--- src/rtl/ccf_ctrl.sv ---
module ccf_ctrl #(
  parameter int AW = 16
) (
  input  logic          clk,
  input  logic          rst_n,
  input  logic [AW-1:0] win_base,
  input  logic [AW-1:0] win_size,
  input  logic [AW-1:0] idx_base,
  input  logic          cpu_req,
  input  logic [AW-1:0] cpu_addr,
  output logic          cpu_rvalid,
  output logic [31:0]   cpu_rdata,
  output logic          mem_req,
  output logic [AW-1:0] mem_addr,
  input  logic          mem_rvalid,
  input  logic [31:0]   mem_rdata
);
  localparam int LINE = 64;
  localparam int OW   = $clog2(LINE);
  localparam int BW   = AW - OW;
  localparam int GW   = BW - 1;

  typedef enum logic [2:0] {S_IDLE, S_IDX, S_DATA, S_DEC, S_SERVE} st_t;
  typedef enum logic [1:0] {D_CTRL, D_LIT, D_RUNB, D_RUN} dm_t;

  st_t            st;
  dm_t            dm;
  logic [BW-1:0]  blk_tag;
  logic           tag_ok;
  logic [GW-1:0]  idx_grp;
  logic           idx_ok;
  logic [31:0]    idx_ent;
  logic [AW-1:0]  src;
  logic [31:0]    wbuf;
  logic           raw;
  logic [6:0]     cnt;
  logic [7:0]     runv;
  logic [7:0]     obuf [LINE];
  logic [LINE-1:0] bval;
  logic [OW-1:0]  fptr;

  function automatic logic [AW-1:0] blk_start(input logic [31:0] e, input logic hi);
    logic [9:0] rl;
    rl = ({2'b00, e[29:22]} + 10'd3) & ~10'd3;
    return AW'(e[21:0]) + (hi ? AW'(rl) : '0);
  endfunction

  function automatic logic raw_flag(input logic [31:0] e, input logic hi);
    return hi ? e[31] : e[30];
  endfunction

  logic [AW-1:0] off;
  logic          in_win, idle_ok, pass, line_hit, miss;
  logic [3:0]    wsel;
  logic [7:0]    cur, ebyte;
  logic          consume, emit, last;

  assign off     = cpu_addr - win_base;
  assign in_win  = off < win_size;
  assign idle_ok = (st == S_IDLE) || (st == S_SERVE);
  assign pass    = idle_ok && !in_win;
  assign wsel    = off[OW-1:2];
  assign line_hit = cpu_req && in_win && tag_ok && (blk_tag == off[AW-1:OW])
                    && (&bval[{wsel, 2'b00} +: 4]);
  assign miss    = cpu_req && in_win && idle_ok && !line_hit;

  assign mem_req  = pass ? cpu_req : ((st == S_IDX) || (st == S_DATA));
  assign mem_addr = pass ? cpu_addr :
                    (st == S_IDX) ? idx_base + (AW'(blk_tag >> 1) << 2) :
                    {src[AW-1:2], 2'b00};

  assign cpu_rvalid = pass ? mem_rvalid : line_hit;
  assign cpu_rdata  = pass ? mem_rdata :
                      {obuf[{wsel, 2'd3}], obuf[{wsel, 2'd2}], obuf[{wsel, 2'd1}], obuf[{wsel, 2'd0}]};

  assign cur     = wbuf[8*src[1:0] +: 8];
  assign consume = raw || (dm != D_RUN);
  assign emit    = raw || (dm != D_CTRL);
  assign ebyte   = (!raw && dm == D_RUN) ? runv : cur;
  assign last    = emit && (&fptr);

  always_ff @(posedge clk) begin
    if (st == S_DEC && emit) obuf[fptr] <= ebyte;
  end

  always_ff @(posedge clk) begin
    if (!rst_n) begin
      st      <= S_IDLE;
      dm      <= D_CTRL;
      blk_tag <= '0;
      tag_ok  <= 1'b0;
      idx_grp <= '0;
      idx_ok  <= 1'b0;
      idx_ent <= '0;
      src     <= '0;
      wbuf    <= '0;
      raw     <= 1'b0;
      cnt     <= '0;
      runv    <= '0;
      bval    <= '0;
      fptr    <= '0;
    end else begin
      case (st)
        S_IDLE, S_SERVE: begin
          if (miss) begin
            blk_tag <= off[AW-1:OW];
            tag_ok  <= 1'b1;
            bval    <= '0;
            fptr    <= '0;
            dm      <= D_CTRL;
            if (idx_ok && idx_grp == off[AW-1:OW+1]) begin
              src <= blk_start(idx_ent, off[OW]);
              raw <= raw_flag(idx_ent, off[OW]);
              st  <= S_DATA;
            end else begin
              st  <= S_IDX;
            end
          end
        end
        S_IDX: begin
          if (mem_rvalid) begin
            idx_ent <= mem_rdata;
            idx_grp <= blk_tag[BW-1:1];
            idx_ok  <= 1'b1;
            src     <= blk_start(mem_rdata, blk_tag[0]);
            raw     <= raw_flag(mem_rdata, blk_tag[0]);
            st      <= S_DATA;
          end
        end
        S_DATA: begin
          if (mem_rvalid) begin
            wbuf <= mem_rdata;
            st   <= S_DEC;
          end
        end
        S_DEC: begin
          if (emit) begin
            bval[fptr] <= 1'b1;
            fptr       <= fptr + 1'b1;
          end
          if (consume) src <= src + 1'b1;
          if (!raw) begin
            case (dm)
              D_CTRL: begin
                cnt <= cur[6:0];
                dm  <= cur[7] ? D_RUNB : D_LIT;
              end
              D_LIT: begin
                if (cnt == 7'd0) dm <= D_CTRL;
                else cnt <= cnt - 1'b1;
              end
              D_RUNB: begin
                runv <= cur;
                if (cnt == 7'd0) dm <= D_CTRL;
                else begin
                  dm  <= D_RUN;
                  cnt <= cnt - 1'b1;
                end
              end
              default: begin
                if (cnt == 7'd0) dm <= D_CTRL;
                else cnt <= cnt - 1'b1;
              end
            endcase
          end
          if (last) st <= S_SERVE;
          else if (consume && src[1:0] == 2'd3) st <= S_DATA;
        end
        default: st <= S_IDLE;
      endcase
    end
  end
endmodule

--- config.mk ---
export PLATFORM = sky130hd
export DESIGN_NAME = ccf_ctrl
export DESIGN_NICKNAME = d
export VERILOG_FILES = /design/src/rtl/ccf_ctrl.sv
export SDC_FILE = /design/constraint.sdc
export NUM_CORES = 1
export LEC_CHECK = 0
export ABC_AREA = 0
export CORE_ASPECT_RATIO = 0.9
export CORE_MARGIN = 2
export CORE_UTILIZATION = 60
export DETAILED_ROUTE_END_ITERATION = 10
export PLACE_DENSITY_LB_ADDON = 0.08
export RECOVER_POWER = 50
export SLEW_MARGIN = 40
export SYNTH_ARGS = -nofsm -noshare
export SYNTH_HDL_FRONTEND = slang
export SYNTH_SLANG_ARGS = --single-unit
--- constraint.sdc ---
create_clock -name clk -period 9.2 [get_ports clk]
set_input_delay 1.84 -clock clk [delete_from_list [all_inputs] [get_ports clk]]
set_output_delay 1.84 -clock clk [all_outputs]
set_load 0.01 [all_outputs]
; ---- After elaboration in Yosys (flattened, before gate mapping)
; Memory sizes are Yosys's and may differ from the RTL's.
; Index checks and enable logic that the tools add are counted.
[totals]
regBits = 192
ram_bits = 512
input_bits = 100
out_inout_bits = 50
wordCells = 136
n_memories = 1
[classes]
n_addsub = 9
n_lt_le_gt_ge = 3
n_eq_ne = 20
shift = 2
mux = 45
bitwise_logic = 2
n_reduce_logical = 40
[memory_table]
columns = memory, words, width, rd, rd_ports_with_merged_regs, write_ports, line
row1 = obuf, 64, 8, 4, 0, 1, 38  ; logic [7:0] obuf [LINE];
[op_table]
columns = cell, n
row1 = 64-bit 2-to-1 mux, 2
row2 = 64-bit case mux with 2 select lines, 1
row3 = 16-bit 2-to-1 mux, 6
row4 = 64-bit bitwise OR, 1
row5 = 64-bit by 7-bit variable part select with 4-bit output, 1
row6 = 16-bit case mux with 3 select lines, 1
row7 = 16-bit by 9-bit adder with 16-bit output, 2
row8 = 32-bit 2-to-1 mux, 1
row9 = 32-bit by 6-bit variable part select with 8-bit output, 1
row10 = 8-bit by 2-bit adder with 9-bit output (second input constant), 2
row11 = 9-bit 2-to-1 mux, 2
row12 = 16-bit by 1-bit adder with 16-bit output (second input constant), 1
row13 = 16-bit by 11-bit adder with 16-bit output, 1
row14 = 16-bit < comparator, 1
row15 = 2-bit != test (second input constant), 8
row16 = 4-bit AND reduction, 4
row17 = 16-bit subtractor, 1
row18 = 3-bit 2-to-1 mux, 5
row19 = 7-bit 2-to-1 mux, 2
row20 = 1-bit logical AND, 13
row21 = 2-bit 2-to-1 mux, 6
row22 = 6-bit 2-to-1 mux, 2
row23 = 3-bit case mux with 4 select lines, 1
row24 = 6-bit case mux with 2 select lines, 1
row25 = 31 further kinds, 55

; ---- Depth between registers and ports, before layout
[depth]
ltp_word = 10
ltp_mapped = 22
ltp_nobuf = 21

; ---- Least setup slack after synthesis
; OpenSTA, ideal clock, no wires.
[synth_timing]
path_kind = in2out
start = input cpu_addr[0]
end = output cpu_rdata[10]
arrival_ns = 6.098
required_ns = 7.360
setup_slack_ns = 1.262
stages = 19
path_buffers = 4
cell_sequence = inv_1 -> ha_1 -> inv_1 -> fa_1 -> a21o_1 -> a21oi_1 -> xnor2_2 -> buf_2 -> buf_1 -> ha_1 -> nand2_1 -> nand2_1 -> a21oi_1 -> or4_1 -> o22a_1 -> a21boi_0 -> clkbuf_1 -> clkbuf_1 -> mux2_2
[synth_between]
elab_chain_len = 5
word_cells_on_any_way = 6
classes_between = add/sub (1) / order compare (1) / mux (1) / reduce/logical (2) / memory (1)
[synth_rtl]
columns = item, line
row1 = "start, declared", 10  ; input logic [AW-1:0] cpu_addr,
row2 = 16-bit subtractor *, 58  ; assign off = cpu_addr - win_base;
row3 = 16-bit < comparator, 59  ; assign in_win = off < win_size;
row4 = 1-bit zero test, 61  ; assign pass = idle_ok && !in_win;
row5 = 1-bit logical AND, 61
row6 = 32-bit 2-to-1 mux *, 73  ; assign cpu_rdata = pass ? mem_rdata :
row7 = "end, declared", 12  ; output logic [31:0] cpu_rdata,
; Mark *: on every way between the ends. The rest lies on a longest branch, timed or not.

; ---- Worst setup path in the final report
[layout_timing]
start = input win_base[4]
end = output mem_addr[12]
[layout_between]
elab_chain_len = 5
[layout_rtl]
columns = item, line
row1 = "start, declared", 6  ; input logic [AW-1:0] win_base,
row2 = 16-bit subtractor, 58
row3 = named net off[9], 52  ; logic [AW-1:0] off;
row4 = 16-bit < comparator, 59
row5 = 1-bit zero test, 61
row6 = 1-bit logical AND, 61
row7 = 16-bit 2-to-1 mux, 68  ; assign mem_addr = pass ? cpu_addr :
row8 = "end, declared", 14  ; output logic [AW-1:0] mem_addr,
; The timed path passes the listed nets, and every way through them passes these cells.

==> summary.txt <==
STA
  • Final Skew: 23.7 ps
  • Sum Neg Setup Slack: 0 ps
  • Max-slew headroom: -199%
  • FMAX: 114 MHz
  • Fin. Hold Viols: 0
  • Min Clock Period, post-route: 8800 ps
  • Final Max Slew Viols: 582
  • Final setup viols: 0
  • Final Cycle Share: 95.6%
  • Worst slew pin tran: 4480 ps
  • RSZ-0062 raised after global routing: no

Worst setup path
  • CP max stage cell: clkdlybuf4s50_1
  • Crit. End Element: output pin
  • R2R setup slack: 4530 ps
  • R2R Path Start: st[0]
  • Max incr delay on CP: 600 ps
  • CP Max Fanout: 64
  • CP Cell Sequence: clkdlybuf4s50_1, inv_1, ha_1, nand2_1, a211oi_1, o21ai_0, nand2_1, xor2_1, ha_1, a21o_1, a21o_1, a21o_1, a211oi_1, o22a_1, a21boi_4, buf_12, o31ai_1, clkdlybuf4s50_1
  • Crit Path Class: in -> out
  • Reg-to-reg endpoint: fptr[5]
  • Worst Reg2Reg Path Length in Cells: 9
  • Arr. time, crit path: 6960 ps
  • Critical path startpoint category: input port
  • CP Data Required Time: 7360 ps
  • Most common cell on crit path: a21o_1

Detailed routing
  • Vias: 20200
  • # DRC: 0
  • DR pass1 iterations: 5
  • Via/cell ratio: 6.42
  • ANT nets after route: 0
  • DR iter-0 viols: 2137
  • Wire per inst: 25.3 um
  • Total Wirelength: 79700 um

Logic synthesis
  • Synth Cell Area: 0.0311 mm^2
  • Most frequent cell after synthesis: edfxtp_1
  • Number of synthesized flops with an enable pin: 512
  • Syn nets: 2442
  • Mean Syn Cell Area: 13.6 um^2
  • Synth Instances: 2282
  • Async set-reset flop share out of synthesis: 0%
  • Area share of the largest cell type after synthesis: 49.4%
  • Register area share after synthesis: 61.4%
  • Synth warn: 0
  • Most used DFF post-synth: edfxtp_1
  • Post-synth top cells: 512 x edfxtp_1, 232 x nand2_1, 216 x nor2_1
  • Synth area leaders: edfxtp_1 49%, mux4_2 12%, dfxtp_1 12%
  • Largest area contributor in the netlist: edfxtp_1
  • Yosys cell types: 75
  • #FFs+latches synth: 698

CTS
  • # hold bufs at CTS: 0
  • CTS Sinks: 698
  • Worst-case clock buffer depth: 3
  • H-tree levels: 3
  • Cells resized by post-CTS repair: 0
  • CTS root buffer: clkbuf_16
  • CTS buffer count: 69
  • Clock Pin Slew Worst Setup and Hold Paths: 70 ps
  • Postcts setup bufs: 0
  • Clk_lat worst skew: 620 ps
  • CTS tree: built

Worst hold path
  • Worst Hold End: wbuf[0]
  • Hold Path Stages: 2
  • Hold Crit Class: reg -> reg
  • Hold path start: wbuf[0]

Status
  • Failing checks: capacitance limit, slew limit
  • Outcome: complete, but fails checks

Finish
  • Area grow syn2layout: 14.3%
  • NumNets Final: 2564
  • Antenna cells: 0
  • Design Area, Final: 0.0356 mm^2
  • Share of cells above drive strength 1: 15.5%

Die
  • Die height: 220 um
  • Ports: 150
  • Initial core utilization: 60.4%
  • Die footprint: 0.0537 mm^2
  • Core area: 0.0515 mm^2
  • Die Wd: 244 um
  • Row Count: 79

Place
  • HPWL Detailed: 52400 um
  • RePlAce Congestion: 0.923
  • I/O Buffers: 149
  • DP Area: 0.0334 mm^2

Global routing
  • Met3 Track Usage GR: 4.81%
  • Initial antenna violation count: 1
  • Met1 Resource Use GR: 43.3%
  • First-pass GRT wire length: 120000 um
  • Pin count of the biggest net entering global routing: 98
  • Global Route Usage Sum: 30.0%
  • Met2 Usage GRT: 48.2%
  • GR peak layer: met2
  • Number of global-route vias before repair: 19500
  • Total grt overflow: 0

Power
  • Power per Cell Area: 239 mW/mm^2
  • VDD IR max: 198 uV
  • P_leak: 11.9 nW
  • Tot Pwr: 8.50 mW

Flow run
  • Max Cap Viol: 9
[worst max path at each step]
stage | start | to | slack, ps
2_1_floorplan | cpu_addr[0] | cpu_rdata[10] | 1260
3_3_place_gp | cpu_addr[0] | cpu_rdata[26] | 680
3_5_place_dp | win_base[4] | mem_addr[12] | 610
4_1_cts | win_base[4] | mem_addr[12] | 590
5_1_grt | cpu_addr[0] | cpu_rdata[22] | 260
6_report | win_base[4] | mem_addr[12] | 400
[routing by layer]
| layer | routed length [um] | up-vias |
|---|---|---|
| li1 | - | 8901 |
| met1 | 33700 | 10300 |
| met2 | 38300 | 873 |
| met3 | 5750 | 152 |
| met4 | 1980 | 2 |
| met5 | 13 | - |
[cells in the final DEF (no fill, tap or decap), drive strengths merged, types with 15 or more instances in the layout]
cell / n
a211oi: 18
edfxtp: 512
and3: 17
buf: 22
inv: 74
xor2: 29
mux2: 40
clkbuf: 94
a31oi: 70
nand4: 23
ha: 56
nand2: 232
xnor2: 52
and2: 16
o21ai: 65
mux2i: 32
nor2: 217
mux4: 170
nand3: 32
clkdlybuf4s50: 147
a21oi: 142
clkinv: 25
nor3: 30
a21o: 15
dfxtp: 186
[through the flow]
stage,hold slack (ps),worst slack (ps),util [%],std cells
2_1_floorplan,430,1260,-,2282
3_3_place_gp,438,685,64.6,3020
3_5_place_dp,447,611,64.8,3021
4_1_cts,455,593,69.1,3146
5_1_grt,471,261,69.1,3146
6_report,455,404,69.1,3146
[flip-flops by register name, summed over array words and instances, names as in the netlist]
signal   flops
idx_ent     26
bval        64
idx_grp      9
blk_tag     10
cnt          7
obuf       512
idx_ok       1
dm           2
runv         8
raw          1
tag_ok       1
st           3
src         16
wbuf        32
fptr         6
[power breakdown]
group	switching, mW	internal (mW)
sequential	0.0854	3.50
combinational	1.19	0.957
clock	1.21	1.56
total	2.49	6.01
[final cells by class]
class,instances,area [um^2]
fill,3529,15900
timing repair buffer,177,1740
inverter,69,260
tap,688,861
clock buffer,88,1850
sequential,698,19100
multi-input combinational,1389,11400
clock inverter,37,352
[kinds of logic (layout without fill, tap and decap cells)]
group / after synthesis / in the layout / synth area share, %
buf+inv: 195 / 371 / 2.47
compound gates: 382 / 382 / 7.64
flops: 698 / 698 / 61.4
simple gates: 623 / 623 / 8.82
xor+xnor: 82 / 82 / 2.40
mux: 242 / 242 / 14.8
fa+ha+maj: 60 / 60 / 2.51
[worst max-delay path: cells and delay by family]
family	cells	cell delay [ps]
xor gates and xnor gates	1	400
buffers and inverters	4	1280
adders and majority gates	2	770
AOI/OAI and AO/OA	9	2220
and+or+nand+nor	2	380
Note: power is estimated with default switching activity, not from simulation.
